===== config.mk =====
export PLATFORM = sky130hd
export DESIGN_NAME = sriov_rid_decoder
export DESIGN_NICKNAME = d
export VERILOG_FILES = /design/src/rtl/sriov_rid_pkg.sv /design/src/rtl/sriov_rid_cfg_chk.sv /design/src/rtl/sriov_rid_divider.sv /design/src/rtl/sriov_rid_decoder.sv
export SDC_FILE = /design/constraint.sdc
export NUM_CORES = 1
export LEC_CHECK = 0
export CAP_MARGIN = 20
export CELL_PAD_IN_SITES_DETAIL_PLACEMENT = 0
export CELL_PAD_IN_SITES_GLOBAL_PLACEMENT = 1
export CORE_ASPECT_RATIO = 1.75
export CORE_MARGIN = 5
export CORE_UTILIZATION = 44
export CTS_BUF_LIST = sky130_fd_sc_hd__clkbuf_8
export CTS_CLUSTER_SIZE = 30
export DETAILED_ROUTE_END_ITERATION = 8
export PLACE_DENSITY = 0.91
export SYNTH_ARGS = -nofsm -noshare
export SYNTH_HDL_FRONTEND = slang
export SYNTH_SLANG_ARGS = --single-unit

===== constraint.sdc =====
create_clock -name clk -period 3.88 [get_ports clk]
set_input_delay 0.776 -clock clk [delete_from_list [all_inputs] [get_ports clk]]
set_output_delay 0.776 -clock clk [all_outputs]
set_load 0.005 [all_outputs]

===== src/rtl/sriov_rid_pkg.sv =====
package sriov_rid_pkg;
    localparam int DEVFN_W = 8;
    localparam int ID_W    = 16;
    localparam int NUM_W   = 16;

    typedef struct packed {
        logic               busy;
        logic               pf_match;
        logic               in_range;
        logic               vf_en;
        logic [NUM_W-1:0]   num;
        logic               rsp_valid;
        logic               rsp_hit;
        logic               rsp_is_vf;
        logic [DEVFN_W-1:0] rsp_idx;
        logic [ID_W-1:0]    rsp_vid;
    } dec_state_t;
endpackage


===== src/rtl/sriov_rid_cfg_chk.sv =====
module sriov_rid_cfg_chk #(
    parameter int PF_DEVFN  = 16,
    parameter int VF_OFFSET = 1,
    parameter int VF_STRIDE = 1,
    parameter int TOTAL_VFS = 7,
    parameter bit ARI_EN    = 1'b0
) (
    output logic bad
);
    import sriov_rid_pkg::*;

    localparam int SPACE    = 1 << DEVFN_W;
    localparam int LAST     = PF_DEVFN + VF_OFFSET + VF_STRIDE * (TOTAL_VFS - 1);
    localparam bit OVERFLOW = LAST >= SPACE;
    localparam bit SLOT_BAD = !ARI_EN && ((LAST >> 3) != (PF_DEVFN >> 3));
    localparam bit ZERO_BAD = (VF_STRIDE == 0) && (TOTAL_VFS > 1);
    localparam bit IS_BAD   = (TOTAL_VFS > 0) && (OVERFLOW || SLOT_BAD || ZERO_BAD);

    assign bad = IS_BAD;
endmodule


===== src/rtl/sriov_rid_divider.sv =====
module sriov_rid_divider #(
    parameter int W = 8
) (
    input  logic         clk,
    input  logic         rst_n,
    input  logic         start,
    input  logic [W-1:0] dividend,
    input  logic [W-1:0] divisor,
    output logic         done,
    output logic [W-1:0] quotient,
    output logic [W-1:0] remainder
);
    localparam int CNT_W = $clog2(W + 1);

    typedef struct packed {
        logic [CNT_W-1:0] cnt;
        logic [W-1:0]     dvd;
        logic [W-1:0]     rem;
        logic [W-1:0]     quo;
        logic [W-1:0]     orig;
        logic [W-1:0]     dsr;
        logic             done;
    } div_state_t;

    div_state_t q, d;
    logic [W:0] trial;

    always_comb begin
        d       = q;
        d.done  = 1'b0;
        trial   = {q.rem, q.dvd[W-1]};
        if (start) begin
            d.cnt  = CNT_W'(W);
            d.dvd  = dividend;
            d.orig = dividend;
            d.dsr  = divisor;
            d.rem  = '0;
            d.quo  = '0;
        end else if (q.cnt != '0) begin
            d.dvd = {q.dvd[W-2:0], 1'b0};
            if (trial >= {1'b0, q.dsr}) begin
                d.rem = W'(trial - {1'b0, q.dsr});
                d.quo = {q.quo[W-2:0], 1'b1};
            end else begin
                d.rem = trial[W-1:0];
                d.quo = {q.quo[W-2:0], 1'b0};
            end
            d.cnt = q.cnt - 1'b1;
            if (q.cnt == CNT_W'(1)) begin
                d.done = 1'b1;
            end
        end
    end

    always_ff @(posedge clk or negedge rst_n) begin
        if (!rst_n) begin
            q <= '0;
        end else begin
            q <= d;
        end
    end

    assign done      = q.done;
    assign quotient  = q.quo;
    assign remainder = q.rem;

    // One division in flight at a time
    assert_no_restart_R9: assert property (@(posedge clk) disable iff (!rst_n)
        start |-> (q.cnt == '0));

    // Completion strobe lasts one cycle
    assert_done_pulse_R8: assert property (@(posedge clk) disable iff (!rst_n)
        q.done |=> !q.done);

    // Quotient and remainder reconstruct the sampled distance
    assert_div_exact_R2: assert property (@(posedge clk) disable iff (!rst_n)
        (q.done && q.dsr != '0) |->
            ((2*W)'(q.quo) * (2*W)'(q.dsr) + (2*W)'(q.rem) == (2*W)'(q.orig))
            && (q.rem < q.dsr));
endmodule


===== src/rtl/sriov_rid_decoder.sv =====
module sriov_rid_decoder #(
    parameter int          PF_DEVFN     = 16,
    parameter int          VF_OFFSET    = 1,
    parameter int          VF_STRIDE    = 1,
    parameter int          TOTAL_VFS    = 7,
    parameter bit          ARI_EN       = 1'b0,
    parameter logic [15:0] PF_VENDOR_ID = 16'hA5C3
) (
    input  logic        clk,
    input  logic        rst_n,
    input  logic        req_valid,
    output logic        req_ready,
    input  logic [7:0]  req_devfn,
    input  logic        vf_enable,
    input  logic [15:0] num_vfs,
    output logic        rsp_valid,
    output logic        rsp_hit,
    output logic        rsp_is_vf,
    output logic [7:0]  rsp_vf_index,
    output logic [15:0] rsp_vendor_id,
    output logic        cfg_bad
);
    import sriov_rid_pkg::*;

    localparam int SPACE      = 1 << DEVFN_W;
    localparam int BASE       = PF_DEVFN + VF_OFFSET;
    localparam int STRIDE_EFF = (VF_STRIDE >= SPACE) ? 0 : VF_STRIDE;
    localparam logic [DEVFN_W-1:0] BASE_T   = DEVFN_W'(BASE % SPACE);
    localparam logic [DEVFN_W-1:0] STRIDE_T = DEVFN_W'(STRIDE_EFF);
    localparam logic [DEVFN_W-1:0] PF_T     = DEVFN_W'(PF_DEVFN);

    dec_state_t q, d;

    logic               accept;
    logic               div_done;
    logic [DEVFN_W-1:0] div_quo;
    logic [DEVFN_W-1:0] div_rem;
    logic [DEVFN_W-1:0] delta;
    logic [DEVFN_W-1:0] idx;
    logic               exact;
    logic               vf_hit;

    sriov_rid_cfg_chk #(
        .PF_DEVFN (PF_DEVFN),
        .VF_OFFSET(VF_OFFSET),
        .VF_STRIDE(VF_STRIDE),
        .TOTAL_VFS(TOTAL_VFS),
        .ARI_EN   (ARI_EN)
    ) u_cfg_chk (
        .bad(cfg_bad)
    );

    assign accept = req_valid && !q.busy;
    assign delta  = req_devfn - BASE_T;

    sriov_rid_divider #(
        .W(DEVFN_W)
    ) u_divider (
        .clk      (clk),
        .rst_n    (rst_n),
        .start    (accept),
        .dividend (delta),
        .divisor  (STRIDE_T),
        .done     (div_done),
        .quotient (div_quo),
        .remainder(div_rem)
    );

    always_comb begin
        d           = q;
        d.rsp_valid = 1'b0;
        idx         = (STRIDE_EFF == 0) ? '0 : div_quo;
        exact       = (div_rem == '0);
        vf_hit      = !q.pf_match && q.in_range && exact && !cfg_bad && q.vf_en
                      && (int'(idx) < TOTAL_VFS) && ({8'd0, idx} < q.num);
        if (accept) begin
            d.busy     = 1'b1;
            d.pf_match = (req_devfn == PF_T);
            d.in_range = (BASE < SPACE) && (int'(req_devfn) >= BASE);
            d.vf_en    = vf_enable;
            d.num      = num_vfs;
        end else if (div_done) begin
            d.busy      = 1'b0;
            d.rsp_valid = 1'b1;
            d.rsp_hit   = q.pf_match || vf_hit;
            d.rsp_is_vf = vf_hit;
            d.rsp_idx   = vf_hit ? idx : '0;
            d.rsp_vid   = q.pf_match ? PF_VENDOR_ID : 16'hFFFF;
        end
    end

    always_ff @(posedge clk or negedge rst_n) begin
        if (!rst_n) begin
            q <= '0;
        end else begin
            q <= d;
        end
    end

    assign req_ready     = !q.busy;
    assign rsp_valid     = q.rsp_valid;
    assign rsp_hit       = q.rsp_hit;
    assign rsp_is_vf     = q.rsp_is_vf;
    assign rsp_vf_index  = q.rsp_idx;
    assign rsp_vendor_id = q.rsp_vid;

    // PF devfn always wins
    assert_pf_wins_R1: assert property (@(posedge clk) disable iff (!rst_n)
        (q.rsp_valid && q.pf_match) |-> (q.rsp_hit && !q.rsp_is_vf));

    // No VF hit without the sampled enable
    assert_vf_needs_en_R3: assert property (@(posedge clk) disable iff (!rst_n)
        (q.rsp_valid && q.rsp_is_vf) |-> q.vf_en);

    // VF index stays below the sampled count
    assert_idx_bound_R4: assert property (@(posedge clk) disable iff (!rst_n)
        (q.rsp_valid && q.rsp_is_vf) |-> ({8'd0, q.rsp_idx} < q.num));

    // Illegal configuration never yields a VF
    assert_bad_no_vf_R7: assert property (@(posedge clk) disable iff (!rst_n)
        (cfg_bad && q.rsp_valid) |-> !q.rsp_is_vf);

    // Ready returns in the response cycle and the response lasts one cycle
    assert_rsp_ready_R8: assert property (@(posedge clk) disable iff (!rst_n)
        q.rsp_valid |-> (req_ready && $past(!req_ready)));
endmodule


==> results of run 1 <==
==> area by class of cell <==
class / instances / area (um^2)
Clock buffer: 10 / 138
Clock inverter: 5 / 20.0
Fill cell: 663 / 3360
Sequential cell: 63 / 1580
Timing Repair Buffer: 58 / 568
Inverter: 18 / 67.6
Multi-Input combinational cell: 225 / 1290
Tap cell: 86 / 108
==> metrics by stage <==
| step | cell area [um^2] | total power, W | setup WS (ps) | hold WS [ps] |
|---|---|---|---|---|
| 5_1_grt | 3770 | 0.00279 | 1620 | 510 |
| 6_report | 3770 | 0.00255 | 1710 | 475 |
| 3_5_place_dp | 3610 | 0.00211 | 1340 | 464 |
| 4_1_cts | 3770 | 0.00258 | 1700 | 480 |
| 2_1_floorplan | 3180 | 0.00181 | 1910 | 438 |
| 3_3_place_gp | 3610 | 0.00205 | 1430 | 464 |
==> worst max path at each step <==
stage,endpoint,slack (ps),cells after the start
3_3_place_gp,rsp_vf_index[0]$_DFFE_PN0P_,1430,6
4_1_cts,rsp_vf_index[0]$_DFFE_PN0P_,1700,6
3_5_place_dp,rsp_vf_index[0]$_DFFE_PN0P_,1340,6
5_1_grt,u_divider.remainder[5]$_DFFE_PN0P_,1620,5
6_report,rsp_vf_index[0]$_DFFE_PN0P_,1710,6
2_1_floorplan,rsp_vf_index[0]$_DFFE_PN0P_,1910,6
==> cells in the mapped netlist, types with 2 or more instances <==
| cell | number | area [um^2] |
|---|---|---|
| nor4_1 | 2 | 12.5 |
| nand2b_1 | 4 | 25.0 |
| xnor2_1 | 6 | 52.6 |
| clkbuf_1 | 13 | 48.8 |
| a211oi_1 | 3 | 22.5 |
| nor3_1 | 8 | 40.0 |
| dfrtp_1 | 63 | 1580 |
| a2111oi_0 | 2 | 17.5 |
| nand3_1 | 7 | 35.0 |
| nor2_1 | 19 | 71.3 |
| o41ai_1 | 2 | 17.5 |
| o21ai_0 | 23 | 115 |
| ha_1 | 14 | 175 |
| nand4_1 | 3 | 18.8 |
| or3_1 | 2 | 12.5 |
| nand2_1 | 74 | 278 |
| a22o_1 | 3 | 26.3 |
| inv_1 | 18 | 67.6 |
| a21oi_1 | 15 | 75.1 |
| a31oi_1 | 7 | 43.8 |
| xor2_1 | 4 | 35.0 |
| and3_1 | 3 | 18.8 |
| and2_1 | 6 | 37.5 |
| buf_4 | 26 | 195 |
==> sequential cells by signal (all words and copies together) (netlist names) <==
register             cells
u_divider.remainder      8
u_divider.done           1
u_divider.q             13
u_divider.quotient       8
rsp_is_vf                1
q                       20
rsp_vf_index             8
rsp_hit                  1
rsp_valid                1
rsp_vendor_id            2
==> cells by family after synthesis <==
logic type / after synthesis / synth area share (%)
adder cells (fa/ha/maj): 14 / 5.50
AO/OA/AOI/OAI: 62 / 11.9
AND/OR/NAND/NOR: 137 / 19.9
XOR/XNOR: 10 / 2.75
flip-flops: 63 / 49.5
buffers and inverters: 58 / 9.94
other: 1 / 0.118
multiplexers: 1 / 0.314
==> layer usage <==
| metal | track usage, % | vias to the layer above | share of wire [%] |
|---|---|---|---|
| met3 | 3.77 | 11 | 5.7 |
| met5 | 0 | - | 0 |
| li1 | - | 1185 | - |
| met2 | 28.1 | 67 | 52 |
| met1 | 18.1 | 1156 | 40 |
| met4 | 7.02 | 0 | 2.1 |
==> power by group through the flow <==
| stage | logic, W | clock network, W | registers [W] |
|---|---|---|---|
| floorplan | 0.000757 | 0 | 0.00106 |
| global placement | 0.000952 | 0 | 0.00110 |
| detailed placement | 0.000998 | 0 | 0.00111 |
| CTS | 0.00100 | 0.000477 | 0.00110 |
| global route | 0.00114 | 0.000507 | 0.00114 |
| finish | 0.000984 | 0.000466 | 0.00110 |
==> worst register-to-register path, stage by stage, from the launching register on <==
cell	delay [ps]
dfrtp_1	430
ha_1	290
a2111oi_0	100
a2111oi_0	590
nor3_2	160
a211o_2	330
==> out/metrics.csv, run 1 <==
metric,value,unit
cts_resized,0,
cts_tree,built,
p_clk_share,18.3,%
ys_ff_latch,63,
syn_inst,346,
cp.buffers_inverters,1,
synth.avg_cell_area,9.20,um^2
power_density,676,nW/um^2
dr.pass1.iters,4,
rsz0062_at_grt,false,
hp-class,flip-flop to flip-flop,
cts_sinks,63,
route.detailed.drc,0,
cp_slowest_cell,or4_1,
fmax,0.460,GHz
overflow,0,
reg2reg_to,rsp_hit$_DFFE_PN0P_,
final_cell_mix,"74 x nand2_1, 63 x dfrtp_1, 54 x clkdlybuf4s50_1",
pwr-share-seq,43.1,%
netlist_area,3180,um^2
numCtsBuffers,9,
antenna_left,0,
endpoint_kind,flip-flop,
crit_family,simple AND/OR/NAND/NOR gates,
fin_crit,2170,ps
grt_pass1_wl,11200,um
dp.cells,450,
synthFlopType,dfrtp_1,
cts.clk_slew.worst_paths,60,ps
worstPathArrival,2440,ps
reg2reg_depth,5,
cap_violations,0,
yosysWarnings,0,
htreeDepth,3,
final_common_cell,nand2_1,
clk_latency,340,ps
criticalPathCategory,input port to flip-flop,
worst_slew_pin_slew,930,ps
cpPeakStageDelay,540,ps
via_per_inst,5.20,
clock-root-buffer,clkbuf_8,
setup_viol,0,
period_share,56.0,%
switchingPower,0.000922,W
pwr-share-comb,38.6,%
grt_start_max_net_pins,46,
worst-path-max-fanout,15,
relSlewSlack,38.0,%
wl_per_cell,13.7,um
ctsLongestPathBuffers,2,
die_y,123,um
cts_setup_buffers,0,
start_util,44.7,%
drt_iter0_markers,76,
antenna_cells,0,
io_pins,57,
die_w,74.3,um
final_util,52.9,%
slew_viol_final,0,
dp_hpwl,4600,um
syn_nets,388,
nets,417,
min_to,q[36]$_DFFE_PN0P_,
hold_viol_final,0,
seq_area_frac_synth,49.5,%
final.setup_skew,4.56,ps
drive_gt1_share,6.33,%
io_buffers,55,
switching_share,36.2,%
grt_usage,16.0,%
r2r_slack,1870,ps
ys_types,43,
core,7130,um^2
die_area,9100,um^2
synth_edf_count,0,
cellInternalPower,0.00163,W
worstPathRequired,4150,ps
start_kind,input port,
min_from,q[36]$_DFFE_PN0P_,
gp_congestion,0.828,
antenna_found_initial,0,
totalWireLength,6380,um
crit_path_cell_trace,clkdlybuf4s50_1 > nand2b_1 > nand2_4 > or4_1 > nor3_2 > a22o_1,
run_status,completed,
fin_cells,465,
rr_startpoint,u_divider.quotient[1]$_DFFE_PN0P_,
cts_hold_buf,0,
grt_pass1_vias,2441,
setup_tns,0,ps
synthArstFlopShare,100,%
vias,2419,
area_growth,18.4,%
cp-startpoint,req_valid,
ir_worst_vdd,0.261,mV
hold_depth,2,
power_leakage,1.73,nW
num_rows,41,
(Power assumes the default switching activity.)
==> run 2, diff against run 1 <==
--- a/config.mk
+++ b/config.mk
@@ -10,11 +10,11 @@
 export CELL_PAD_IN_SITES_GLOBAL_PLACEMENT = 1
 export CORE_ASPECT_RATIO = 1.75
 export CORE_MARGIN = 5
-export CORE_UTILIZATION = 44
+export CORE_UTILIZATION = 41
 export CTS_BUF_LIST = sky130_fd_sc_hd__clkbuf_8
 export CTS_CLUSTER_SIZE = 30
 export DETAILED_ROUTE_END_ITERATION = 8
-export PLACE_DENSITY = 0.91
+export PLACE_DENSITY = 0.86
 export SYNTH_ARGS = -nofsm -noshare
 export SYNTH_HDL_FRONTEND = slang
 export SYNTH_SLANG_ARGS = --single-unit
==> constraint.sdc (replaced) <==
create_clock -name clk -period 2.2 [get_ports clk]
set_input_delay 0.44 -clock clk [delete_from_list [all_inputs] [get_ports clk]]
set_output_delay 0.44 -clock clk [all_outputs]
set_load 0.005 [all_outputs]
==> run 2 against run 1 <==
Clock power grew to 2.6 times the previous value. Design area grew 4.4%. Final cell count up 1.9%. Clock skew grew 0.78 ps. Sequential share of layout area decreased by 1.8 points. Utilization shrank 0.84 points. Power increased by 94%. Register-to-register slack lost 1600 ps. Sequential power rose by 76%. Critical path type is now flip-flop to flip-flop. Via count is 0.66% higher. Critical endpoint is now rsp_vf_index[1]$_DFFE_PN0P_.
==> out/metrics.csv, run 2 (synthesis results as in run 1) <==
metric,value,unit,change
run_status,completed,,
crit_path_cell_trace,ha_1 > a2111oi_0 > a2111oi_0 > buf_4 > nor3_2 > a22o_1,,
dp.cells,459,,+2.0%
die_y,127,um,+3.3%
grt_start_max_net_pins,64,,+39%
placed_area,3690,um^2,+2.2%
via_per_inst,5.14,,-1.2%
clock-root-buffer,clkbuf_8,,
io_buffers,55,,unchanged
ctsLongestPathBuffers,2,,unchanged
cts_resized,0,,unchanged
drive_gt1_share,8.81,%,+2.5 points
cts_hold_buf,0,,unchanged
final_cell_mix,"74 x nand2_1, 63 x dfrtp_1, 54 x clkdlybuf4s50_1",,
die_area,9700,um^2,+6.5%
p_clk_share,24.8,%,+6.5 points
fillers,696,,+5.0%
pwr-share-comb,36.1,%,-2.5 points
cp_common_cell,a2111oi_0,,
rsz0062_at_grt,false,,
layout_setup_ws,265,ps,-1440 ps
relSlewSlack,65.7,%,+28 points
fin_cells,474,,+1.9%
worst_slew_pin_slew,507,ps,-423 ps
gp_congestion,0.863,,+4.2%
period_share,88.0,%,
core,7570,um^2,+6.1%
totalWireLength,6650,um,+4.2%
power_leakage,1.80,nW,+4.1%
largest_reg_flops,20,,unchanged
pwr-share-seq,39.1,%,-4.0 points
regMostFlops,q,,
nets,424,,+1.7%
antenna_cells,0,,unchanged
switching_share,33.3,%,-2.9 points
cts_setup_buffers,0,,unchanged
fin_crit,1930,ps,
area_growth,23.7,%,
fmax,0.517,GHz,
num_rows,42,,+2.4%
antenna_left,0,,unchanged
worst-path-max-fanout,5,,-10
switchingPower,0.00165,W,+79%
hp-class,input port to asynchronous set/reset pin,,
r2r_slack,270,ps,-1600 ps
criticalPathCategory,flip-flop to flip-flop,,
setup_viol,0,,unchanged
cap_violations,0,,unchanged
cts_sinks,63,,unchanged
grt_usage,14.6,%,-1.4 points
vias,2435,,+0.66%
worstPathRequired,2480,ps,-1670 ps
cts.clk_slew.worst_paths,60,ps,about the same
setup_tns,0,ps,unchanged
htreeDepth,3,,unchanged
drt_iter0_markers,142,,+87%
overflow,0,,unchanged
hold_viol_final,0,,unchanged
multi_input_area,1290,um^2,unchanged
slew_viol_final,0,,unchanged
ir_worst_vdd,0.597,mV,+130%
top_regs,"q (20), u_divider.q (13)",,
start_kind,flip-flop,,
clk_latency,340,ps,about the same
die_w,76.6,um,+3.1%
cpPeakStageDelay,440,ps,-100 ps
fin_hold_ws,102,ps,-373 ps
final.setup_skew,5.34,ps,+0.777 ps
regArea,1580,um^2,unchanged
wl_per_cell,14.0,um,+2.2%
finalInstanceArea,3940,um^2,+4.4%
dp_hpwl,4860,um,+5.6%
io_pins,57,,unchanged
power_density,1260,nW/um^2,+86%
cts_tree,built,,
antenna_found_initial,0,,unchanged
final_common_cell,nand2_1,,
route.detailed.drc,0,,unchanged
start_util,42.1,%,-2.6 points
grt_pass1_vias,2506,,+2.7%
worstPathArrival,2210,ps,-230 ps
grt_pass1_wl,11500,um,+2.5%
cellInternalPower,0.00330,W,+100%
dr.pass1.iters,4,,unchanged
numCtsBuffers,9,,unchanged
cp_slowest_cell,dfrtp_1,,
endpoint_kind,flip-flop,,
preCtsSetupSlack,84.2,ps,-1260 ps
[run 2: cell count changes in the layout (fill, tap and decap cells not counted)]
cell       previous run  this run
buf_4                 3         8
inv_1                22        19
clkinv_2              1         0
buf_12                0         2
bufinv_16             0         3
clkbuf_8             10        11
[run 2: cell type report]
| cell class | count | area share, % |
|---|---|---|
| sequential | 63 | 40.0 |
| multi-input combinational | 225 | 32.8 |
| timing repair buffer | 65 | 16.4 |
| clock buffer | 11 | 3.84 |
| tap | 88 | 2.80 |
| clock inverter | 4 | 2.38 |
| inverter | 18 | 1.72 |
[run 2: worst max-delay path, delay by kind of cell (launching register included)]
family	cells	cell delay [ps]
flops	1	440
compound gates	3	690
buf+inv	1	160
simple gates	1	300
fa+ha+maj	1	290
[run 2: final timing paths]
path / startpoint / end / cells after the start
max in group asynchronous: rst_n / rsp_vendor_id[13]$_DFFE_PN0P_ / 2
min in group clk: q[36]$_DFFE_PN0P_ / q[36]$_DFFE_PN0P_ / 2
setup reg to reg: u_divider.quotient[1]$_DFFE_PN0P_ / rsp_vf_index[1]$_DFFE_PN0P_ / 6
setup / recovery: u_divider.quotient[1]$_DFFE_PN0P_ / rsp_vf_index[1]$_DFFE_PN0P_ / 6
hold reg to reg: q[36]$_DFFE_PN0P_ / q[36]$_DFFE_PN0P_ / 2
hold / removal: rst_n / q[31]$_DFFE_PN0P_ / 2
[run 2: stage by stage]
stage,total power [W],util [%]
finish,0.00495,52.1
global route,0.00535,52.1
CTS,0.00502,52.1
detailed placement,0.00378,48.8
global placement,0.00369,48.8
floorplan,0.00320,-
[run 2: power by group through the flow]
stage	clock network [W]	registers, W	logic (W)
5_1_grt	0.00131	0.00200	0.00205
3_5_place_dp	0	0.00196	0.00181
3_3_place_gp	0	0.00195	0.00174
4_1_cts	0.00125	0.00194	0.00182
6_report	0.00123	0.00194	0.00178
2_1_floorplan	0	0.00186	0.00134
[run 2: layer usage]
layer  up-vias  wire (um)  track usage, %
met5         -          0               0
met4         0        180            7.21
met3        17        301            4.61
met2        52       3540            24.7
met1      1161       2630            16.5
li1       1205          -               -
